## config.mk

```make
export PLATFORM = sky130hd
export DESIGN_NAME = fitsu_top
export DESIGN_NICKNAME = d
export VERILOG_FILES = /design/src/rtl/fitsu_pkg.sv /design/src/rtl/fitsu_rst_sync.sv /design/src/rtl/fitsu_tap_sel.sv /design/src/rtl/fitsu_rise_det.sv /design/src/rtl/fitsu_stat_reg.sv /design/src/rtl/fitsu_top.sv
export SDC_FILE = /design/constraint.sdc
export NUM_CORES = 1
export LEC_CHECK = 0
export BUFFER_PORTS_ARGS = -buffer_cell sky130_fd_sc_hd__buf_4
export CORE_AREA = 2 2 39 41
export DETAILED_ROUTE_END_ITERATION = 7
export DIE_AREA = 0 0 41 43
export GPL_TIMING_DRIVEN = 0
export PLACE_DENSITY = 0.65
export RECOVER_POWER = 100
export SLEW_MARGIN = 10
export SYNTH_ARGS = -nofsm -noshare
export SYNTH_HDL_FRONTEND = slang
export SYNTH_SLANG_ARGS = --single-unit
```

## constraint.sdc

```tcl
create_clock -name clk -period 0.8 [get_ports clk]
set_input_delay 0.24 -clock clk [delete_from_list [all_inputs] [get_ports clk]]
set_output_delay 0.24 -clock clk [all_outputs]
set_load 0.01 [all_outputs]
```

## src/rtl/fitsu_pkg.sv

```systemverilog
package fitsu_pkg;
  localparam int unsigned NTAP    = 4;
  localparam int unsigned SEL_W   = $clog2(NTAP);
  localparam int unsigned STAT_W  = 2;
  localparam int unsigned FIT_IDX = 0;
  localparam int unsigned PIT_IDX = 1;
  typedef logic [STAT_W-1:0] stat_t;
endpackage

```

## src/rtl/fitsu_rst_sync.sv

```systemverilog
module fitsu_rst_sync (
  input  logic clk,
  input  logic rst_n,
  output logic rst_n_sync
);
  logic [1:0] sync_q;
  logic [1:0] sync_d;

  always_comb begin
    sync_d = {sync_q[0], 1'b1};
  end

  always_ff @(posedge clk or negedge rst_n) begin
    if (!rst_n) sync_q <= '0;
    else        sync_q <= sync_d;
  end

  assign rst_n_sync = sync_q[1];
endmodule

```

## src/rtl/fitsu_tap_sel.sv

```systemverilog
module fitsu_tap_sel
  import fitsu_pkg::*;
#(
  parameter int unsigned TB_W = 32,
  parameter int unsigned TAP0 = 11,
  parameter int unsigned TAP1 = 15,
  parameter int unsigned TAP2 = 19,
  parameter int unsigned TAP3 = 23
) (
  input  logic [TB_W-1:0]  tb_value,
  input  logic [SEL_W-1:0] sel,
  output logic             tap_bit
);
  localparam int unsigned TAP_POS [NTAP] = '{TAP0, TAP1, TAP2, TAP3};

  logic [NTAP-1:0] taps;
  logic            tb_unused;

  for (genvar g = 0; g < NTAP; g++) begin : g_tap
    assign taps[g] = tb_value[TAP_POS[g]];
  end

  assign tb_unused = ^tb_value;
  assign tap_bit   = taps[sel];
endmodule

```

## src/rtl/fitsu_rise_det.sv

```systemverilog
module fitsu_rise_det (
  input  logic clk,
  input  logic rst_n,
  input  logic tap_bit,
  input  logic ctrl_wr,
  output logic rise_q
);
  logic hist_q, hist_d;
  logic primed_q, primed_d;
  logic rise_d;

  always_comb begin
    hist_d   = tap_bit;
    primed_d = 1'b1;
    rise_d   = tap_bit & ~hist_q & primed_q & ~ctrl_wr;
  end

  always_ff @(posedge clk or negedge rst_n) begin
    if (!rst_n) begin
      hist_q   <= 1'b0;
      primed_q <= 1'b0;
      rise_q   <= 1'b0;
    end else begin
      hist_q   <= hist_d;
      primed_q <= primed_d;
      rise_q   <= rise_d;
    end
  end

  AST_NO_RISE_UNPRIMED: assert property (@(posedge clk) disable iff (!rst_n)
    !primed_q |=> !rise_q);
  AST_CTRL_WR_MASK: assert property (@(posedge clk) disable iff (!rst_n)
    ctrl_wr |=> !rise_q);
  AST_RISE_FROM_HIGH: assert property (@(posedge clk) disable iff (!rst_n)
    rise_q |-> $past(tap_bit));
endmodule

```

## src/rtl/fitsu_stat_reg.sv

```systemverilog
module fitsu_stat_reg
  import fitsu_pkg::*;
(
  input  logic  clk,
  input  logic  rst_n,
  input  stat_t set_vec,
  input  logic  wr_en,
  input  stat_t wr_mask,
  output stat_t stat_q
);
  stat_t clr_vec;
  stat_t stat_d;

  always_comb begin
    clr_vec = wr_en ? wr_mask : '0;
    stat_d  = (stat_q & ~clr_vec) | set_vec;
  end

  always_ff @(posedge clk or negedge rst_n) begin
    if (!rst_n) stat_q <= '0;
    else        stat_q <= stat_d;
  end

  for (genvar i = 0; i < STAT_W; i++) begin : g_chk
    AST_SET_WINS: assert property (@(posedge clk) disable iff (!rst_n)
      set_vec[i] |=> stat_q[i]);
    AST_MASK_CLEAR: assert property (@(posedge clk) disable iff (!rst_n)
      (wr_en && wr_mask[i] && !set_vec[i]) |=> !stat_q[i]);
    AST_IDLE_HOLD: assert property (@(posedge clk) disable iff (!rst_n)
      (!set_vec[i] && !(wr_en && wr_mask[i])) |=> stat_q[i] == $past(stat_q[i]));
  end
endmodule

```

## src/rtl/fitsu_top.sv

```systemverilog
module fitsu_top
  import fitsu_pkg::*;
#(
  parameter int unsigned TB_W = 32,
  parameter int unsigned TAP0 = 11,
  parameter int unsigned TAP1 = 15,
  parameter int unsigned TAP2 = 19,
  parameter int unsigned TAP3 = 23
) (
  input  logic              clk,
  input  logic              rst_n,
  input  logic [TB_W-1:0]   tb_value,
  input  logic              ctrl_wr,
  input  logic [SEL_W-1:0]  fit_sel,
  input  logic              fit_en,
  input  logic              ext_int_en,
  input  logic              pit_set,
  input  logic              stat_wr,
  input  logic [STAT_W-1:0] stat_wmask,
  output logic [STAT_W-1:0] status,
  output logic              fit_irq
);
  logic  rst_n_int;
  logic  tap_bit;
  logic  fit_rise;
  stat_t set_vec;
  stat_t stat_q;

  fitsu_rst_sync u_rst (
    .clk        (clk),
    .rst_n      (rst_n),
    .rst_n_sync (rst_n_int)
  );

  fitsu_tap_sel #(
    .TB_W (TB_W), .TAP0 (TAP0), .TAP1 (TAP1), .TAP2 (TAP2), .TAP3 (TAP3)
  ) u_tap (
    .tb_value (tb_value),
    .sel      (fit_sel),
    .tap_bit  (tap_bit)
  );

  fitsu_rise_det u_rise (
    .clk     (clk),
    .rst_n   (rst_n_int),
    .tap_bit (tap_bit),
    .ctrl_wr (ctrl_wr),
    .rise_q  (fit_rise)
  );

  always_comb begin
    set_vec          = '0;
    set_vec[FIT_IDX] = fit_rise;
    set_vec[PIT_IDX] = pit_set;
  end

  fitsu_stat_reg u_stat (
    .clk     (clk),
    .rst_n   (rst_n_int),
    .set_vec (set_vec),
    .wr_en   (stat_wr),
    .wr_mask (stat_wmask),
    .stat_q  (stat_q)
  );

  assign status  = stat_q;
  assign fit_irq = stat_q[FIT_IDX] & fit_en & ext_int_en;

  AST_FIT_LATENCY: assert property (@(posedge clk) disable iff (!rst_n_int)
    $rose(stat_q[FIT_IDX]) |-> $past(tap_bit, 2));
endmodule

```

==> out/metrics.csv, run 1 <==
metric,value,unit
status,finished with violations,
failing checks,setup timing,
fin cells,56,
met3 Track Usage GR,5.24,%
Post-Synthesis Cells,16,
crit path kind,flop to output pin,
Final Skew,2.52,ps
DR vias/cell,3.84,
Max Fclk,876,MHz
Netlist cell types,7,
Inserted Diodes,0,
critical path's largest stage delay,390,ps
M2 GR Usage,13.1,%
"Req. time, crit path",560,ps
antenna violation net count after detailed routing,0,
Syn-to-layout area delta,90.1,%
RSZ-0062 raised after global routing,yes,
Clock Tree Buf Depth,2,
row cnt,14,
Die Height,43,µm
Detailed Route WL,511,µm
Crit Path Max Fanout,3,
Root Buffer,clkbuf_4,
Ys Warns,0,
fin crit share,143,%
CTS Buf Count,3,
PortBufs,17,
# clock sinks,7,
post-synthesis cell area,240,µm²
"CTS clk-pin slew, worst paths",50,ps
dpl cells,50,
DRT iter0 DRCs,2,
Crit. End Element,output pin,
leakage,0.229,nW
worst hold slack,72.2,ps
clock latency at the later pin of the worst-skew pair,240,ps
"Setup violations, final",4,
Syn Area/Cell,15.0,µm²
first-pass GRT wire length,807,µm
GPL Wtd Cong,0.580,
All-Layer GR Usage,7.82,%
largest net degree at the start of global routing,6,
vias in the first global route,243,
max cap viols,0,
Die ar.,1760,µm²
M1 GR Usage,4.33,%
first-pass iteration count of the detailed router,2,
core area,1380,µm²
Max IR drop VDD,0.000543,V
reg-to-reg startpoint,u_rise.hist_q$_DFF_PN0_,
vias post-DR,215,
final hold violation count,0,
Post-DP HPWL,369,µm
Layout Nets,84,
initial antenna violation count,0,
slowest CP cell,dfrtp_1,
wire per inst,9.13,µm
Final WS setup,-342,ps
GR peak layer,met2,
synthesized flop and latch total,7,
die width,41,µm
type of element launching the critical path,flop,
# DRC,0,
Tmin final,1140,ps
Crit path arrival time,900,ps
proportion of layout cells with a drive suffix above 1,55.0,%
min-delay worst type,flop to asynchronous set/reset pin,
worst setup path startpoint,u_stat.stat_q[0]$_DFF_PN0_,
"Cell Chain, Critical Path","and3_4, buf_6",
# IOs,46,
H-tree depth,1,
gr ovfl total,0,
TritonCTS clock tree,yes,
Slew Limit Fails,0,
initial core utilization,17.4,%
post-layout util,33.0,%
P per Cell Area,1840,nW/µm²
"Seq/Total Area, Yosys",72.9,%
==> sequential cells by signal (all words and copies together) (netlist names) <==
| signal | cells |
|---|---|
| u_rise.rise_q | 1 |
| u_rst.sync_q | 2 |
| u_stat.stat_q | 2 |
| u_rise.primed_q | 1 |
| u_rise.hist_q | 1 |
==> metrics by stage <==
stage / setup slack, ps / setup TNS (ps) / area (µm²) / power, mW
2_1_floorplan: -176 / -251 / 244 / 0.428
3_3_place_gp: -289 / -533 / 392 / 0.503
3_5_place_dp: -306 / -577 / 392 / 0.508
4_1_cts: -351 / -913 / 463 / 0.857
5_1_grt: -383 / -1070 / 457 / 0.889
6_report: -342 / -938 / 457 / 0.840
==> cell usage in the layout (no fill, tap or decap), drive strengths merged <==
| cell type | synthesis | layout |
|---|---|---|
| buf | 0 | 16 |
| dfrtp | 7 | 7 |
| clkbuf | 0 | 6 |
| and3 | 2 | 2 |
| nand2 | 2 | 2 |
| a21o | 2 | 2 |
| conb | 1 | 2 |
| mux4 | 1 | 1 |
| nor2 | 1 | 1 |
| dlygate4sd3 | 0 | 1 |
==> repair_timing <==
item,4_1_cts,5_1_grt
endpoints found under the setup margin,4,4
setup buffers,1,0
endpoints found under the hold margin,2,0
gates cloned,0,0
hold buffers,1,0
resized for setup,7,1
==> cells by family (layout without fill, tap and decap cells) <==
group	after synthesis	in the layout	share of synthesized area (%)
other	1	2	1.56
AOI/OAI and AO/OA	2	2	6.25
buffers and inverters	0	23	0
muxes	1	1	9.37
DFF	7	7	72.9
and+or+nand+nor	5	5	9.89
==> final timing paths <==
check	endpoint	slack, ps	cells past startpoint
setup / recovery	fit_irq	-340	2
hold reg to reg	u_stat.stat_q[1]$_DFF_PN0_	70	0
max in group asynchronous	u_rst.sync_q[0]$_DFF_PN0_	340	2
hold / removal	u_stat.stat_q[1]$_DFF_PN0_	70	0
setup reg to reg	u_rise.rise_q$_DFF_PN0_	120	2
min in group clk	u_stat.stat_q[1]$_DFF_PN0_	180	2
==> critical path: cells and delay by family (launching register included) <==
| kind | cells | cell delay, ps |
|---|---|---|
| flip-flops | 1 | 390 |
| AND/OR/NAND/NOR | 1 | 160 |
| buffers and inverters | 1 | 110 |
==> power breakdown <==
part	internal (mW)	switching, mW
clock	0.190	0.120
sequential	0.380	0.0147
combinational	0.0976	0.0379
total	0.667	0.173
==> synthesized netlist by cell type <==
| cell type | instances | area share (%) |
|---|---|---|
| dfrtp_1 | 7 | 73 |
| and3_1 | 2 | 5.2 |
| mux4_2 | 1 | 9.4 |
| nand2_1 | 2 | 3.1 |
| nor2_1 | 1 | 1.6 |
| conb_1 | 1 | 1.6 |
| a21o_1 | 2 | 6.2 |
==> routing by layer <==
layer  vias to the layer above  wire, µm
li1                        100         -
met1                        97       145
met2                        18       275
met3                         0        90
met4                         0         0
met5                         -         0
==> area by class of cell <==
cell class / count / area [µm²]
clock buffer: 4 / 26.3
fill: 144 / 927
multi-input combinational: 10 / 78.8
sequential: 7 / 175
tap: 16 / 20.0
timing repair buffer: 19 / 156
Note: power is estimated with default switching activity, not from simulation.
==> inputs of run 2 (changes only) <==
- BUFFER_PORTS_ARGS: -buffer_cell sky130_fd_sc_hd__buf_4 -> not set
- DONT_BUFFER_PORTS: not set -> 1
- PLACE_DENSITY: 0.65 -> 0.33
- SYNTH_HIERARCHICAL: not set -> 1
- clock period: 0.8 -> 1.2 ns (I/O delays scaled with it)
==> run 2 against run 1 <==
The flow still finishes with violations (setup timing). Non-clock buffer count shrank 18. Synthesized cell count is the same. Synthesized area grew 2.6%. Die area is the same.
==> out/metrics.csv, run 2 <==
metric,value,unit,change
Max IR drop VDD,0.000504,V,-7.1%
Inserted Diodes,0,,unchanged
"CTS clk-pin slew, worst paths",50,ps,about the same
"Req. time, crit path",840,ps,+280 ps
biggest regs,"u_rst/sync_q: 2 flops, u_stat/stat_q: 2 flops",,
antenna violation net count after detailed routing,0,,unchanged
Clock Tree Buf Depth,2,,unchanged
DR vias/cell,3.84,,about the same
# IOs,46,,unchanged
Die Height,43,µm,unchanged
Max Fclk,815,MHz,
Layout Nets,65,,-23%
first-pass GRT wire length,558,µm,-31%
# clock sinks,7,,unchanged
Crit. End Element,output pin,,
Ys Warns,6,,+6
vias post-DR,142,,-34%
initial antenna violation count,0,,unchanged
first-pass iteration count of the detailed router,1,,-1
Crit path arrival time,870,ps,-30 ps
core area,1380,µm²,unchanged
"area leader, netlist",dfrtp_1,,
die width,41,µm,unchanged
H-tree depth,1,,unchanged
initial core utilization,17.8,%,+0.45 points
final hold violation count,0,,unchanged
sw frac,19.8,%,-0.72 points
Post-DP HPWL,310,µm,-16%
fin crit share,102,%,
"Cell Area, Placed",267,µm²,-32%
most frequent cells in the layout,"dfrtp_1 (7), clkbuf_4 (3), conb_1 (2), nand2_1 (2), a21o_1 (2)",,
DRT iter0 DRCs,0,,-2
clock network power share,41.1,%,+4.2 points
min-delay worst type,flop to asynchronous set/reset pin,,
Post-Synthesis Cells,16,,unchanged
synthesized flop and latch total,7,,unchanged
sequential power share,53.9,%,+6.9 points
largest cells by area after synthesis,"dfrtp_1 (71%), mux4_2 (9.1%), a21o_1 (6.1%)",,
post-synthesis cell area,246,µm²,+2.6%
Sequential cell area,175,µm²,unchanged
Final WS setup,-26.6,ps,+315 ps
P per Cell Area,1610,nW/µm²,-13%
most frequent cell after synthesis,dfrtp_1,,
RSZ-0062 raised after global routing,yes,,
switching power,0.0980,mW,-43%
ys flop type,dfrtp_1,,
"Cell Chain, Critical Path",and3_4,,
area of the multi-input gates,76.3,µm²,-3.2%
Tmin final,1230,ps,
setup bufs post-CTS,0,,-1
Slew Limit Fails,0,,unchanged
Crit Path Max Fanout,3,,unchanged
Root Buffer,clkbuf_4,,
Comb pwr share,5.0,%,-11 points
crit path kind,flop to output pin,,
Post-synth EDFFs,0,,unchanged
largest net degree at the start of global routing,6,,unchanged
critical path's largest stage delay,410,ps,+20 ps
leakage,0.141,nW,-38%
clock latency at the later pin of the worst-skew pair,240,ps,about the same
Netlist cell types,7,,unchanged
TritonCTS clock tree,yes,,
Detailed Route WL,374,µm,-27%
max cap viols,0,,unchanged
"commonest non-fill, non-tap cell in the layout",dfrtp_1,,
Syn-to-layout area delta,24.9,%,
row cnt,14,,unchanged
# DRC,0,,unchanged
top cell type's share of synthesized area,71.1,%,-1.9 points
slowest CP cell,dfrtp_1,,
proportion of layout cells with a drive suffix above 1,28.6,%,-26 points
"Seq/Total Area, Yosys",71.1,%,-1.9 points
failing checks,setup timing,,
filler instances,155,,+7.6%
"Design Area, Final",308,µm²,-33%
type of element launching the critical path,flop,,
commonest cells in the netlist,"dfrtp_1 (7), a21o_1 (2), conb_1 (2), nand2_1 (2)",,
"Setup violations, final",1,,-3
Synth async-reset ratio,100,%,unchanged
CTS Buf Count,3,,unchanged
Final Skew,2.58,ps,+0.0672 ps
Worst Path Buf+Inv,0,,-1
All-Layer GR Usage,5.48,%,-2.3 points
setup total negative slack,-26.6,ps,+912 ps
wire per inst,10.1,µm,+11%
Int Power,0.396,mW,-41%
status,finished with violations,,
cell family with most CP delay,flip-flops,,
gr ovfl total,0,,unchanged
vias in the first global route,153,,-37%
Syn Area/Cell,15.4,µm²,+2.6%
GPL Wtd Cong,0.563,,-2.9%
Die ar.,1760,µm²,unchanged
PortBufs,0,,-17
Syn Nets,59,,
==> run 2: power by group through the flow <==
stage               logic [mW]  registers [mW]  clock network (mW)
floorplan               0.0178           0.268                   0
global placement        0.0191           0.270                   0
global route            0.0283           0.269               0.240
detailed placement      0.0201           0.271                   0
finish                  0.0246           0.267               0.203
CTS                     0.0249           0.267               0.217
==> run 2: path summary, 6_finish.rpt <==
check / endpoint / cells after the start / startpoint / slack, ps
worst max-delay path: fit_irq / 1 / u_stat/stat_q[0]$_DFF_PN0_ / -30
worst min-delay path: u_rise/rise_q$_DFF_PN0_ / 0 / u_rst/sync_q[1]$_DFF_PN0_ / 70
worst max register to register: u_stat/stat_q[0]$_DFF_PN0_ / 1 / u_stat/stat_q[0]$_DFF_PN0_ / 500
worst min register to register: u_rise/rise_q$_DFF_PN0_ / 0 / u_rst/sync_q[1]$_DFF_PN0_ / 70
max in group asynchronous: u_rst/sync_q[1]$_DFF_PN0_ / 1 / rst_n / 730
min in group clk: u_stat/stat_q[1]$_DFF_PN0_ / 1 / pit_set / 220
==> run 2: kinds of logic (layout without fill, tap and decap cells) <==
logic type / Yosys count / after routing / synth area share (%)
AO/OA/AOI/OAI: 2 / 2 / 6.09
buffers and inverters: 0 / 5 / 0
flip-flops: 7 / 7 / 71.1
multiplexers: 1 / 1 / 9.14
other: 2 / 2 / 3.05
AND/OR/NAND/NOR: 4 / 4 / 10.7
==> run 2: metrics by stage <==
| stage | utilization, % | setup WS [ps] | hold slack (ps) | power (mW) | std cells |
|---|---|---|---|---|---|
| finish | 22.2 | -26.6 | 70.4 | 0.494 | 37 |
| global route | 22.2 | -94.8 | 94.6 | 0.537 | 37 |
| CTS | 22.2 | -44.0 | 86.0 | 0.510 | 37 |
| detailed placement | 19.3 | -13.1 | 64.5 | 0.291 | 32 |
| global placement | 19.3 | -0.330 | 64.5 | 0.289 | 32 |
| floorplan | - | 18.1 | 54.1 | 0.286 | 16 |
==> run 2: what timing repair did <==
action,4_1_cts,5_1_grt
hold buffers,1,0
setup endpoints to repair,1,1
pin swaps,1,0
resized for setup,1,0
endpoints found under the hold margin,2,0
==> run 2: layout make-up <==
cell class / instances / share of cell area (%)
flip-flops and latches: 7 / 56.9
multi-input cells: 9 / 24.8
clock buffers: 4 / 8.54
well taps: 16 / 6.50
repair buffers: 1 / 3.25
==> run 2: routing by layer <==
metal  part of all wire, %  global-route usage (%)
met4                     0                    6.00
met1                    31                    4.65
met2                    46                    7.50
met3                    22                    3.66
met5                     0                       0
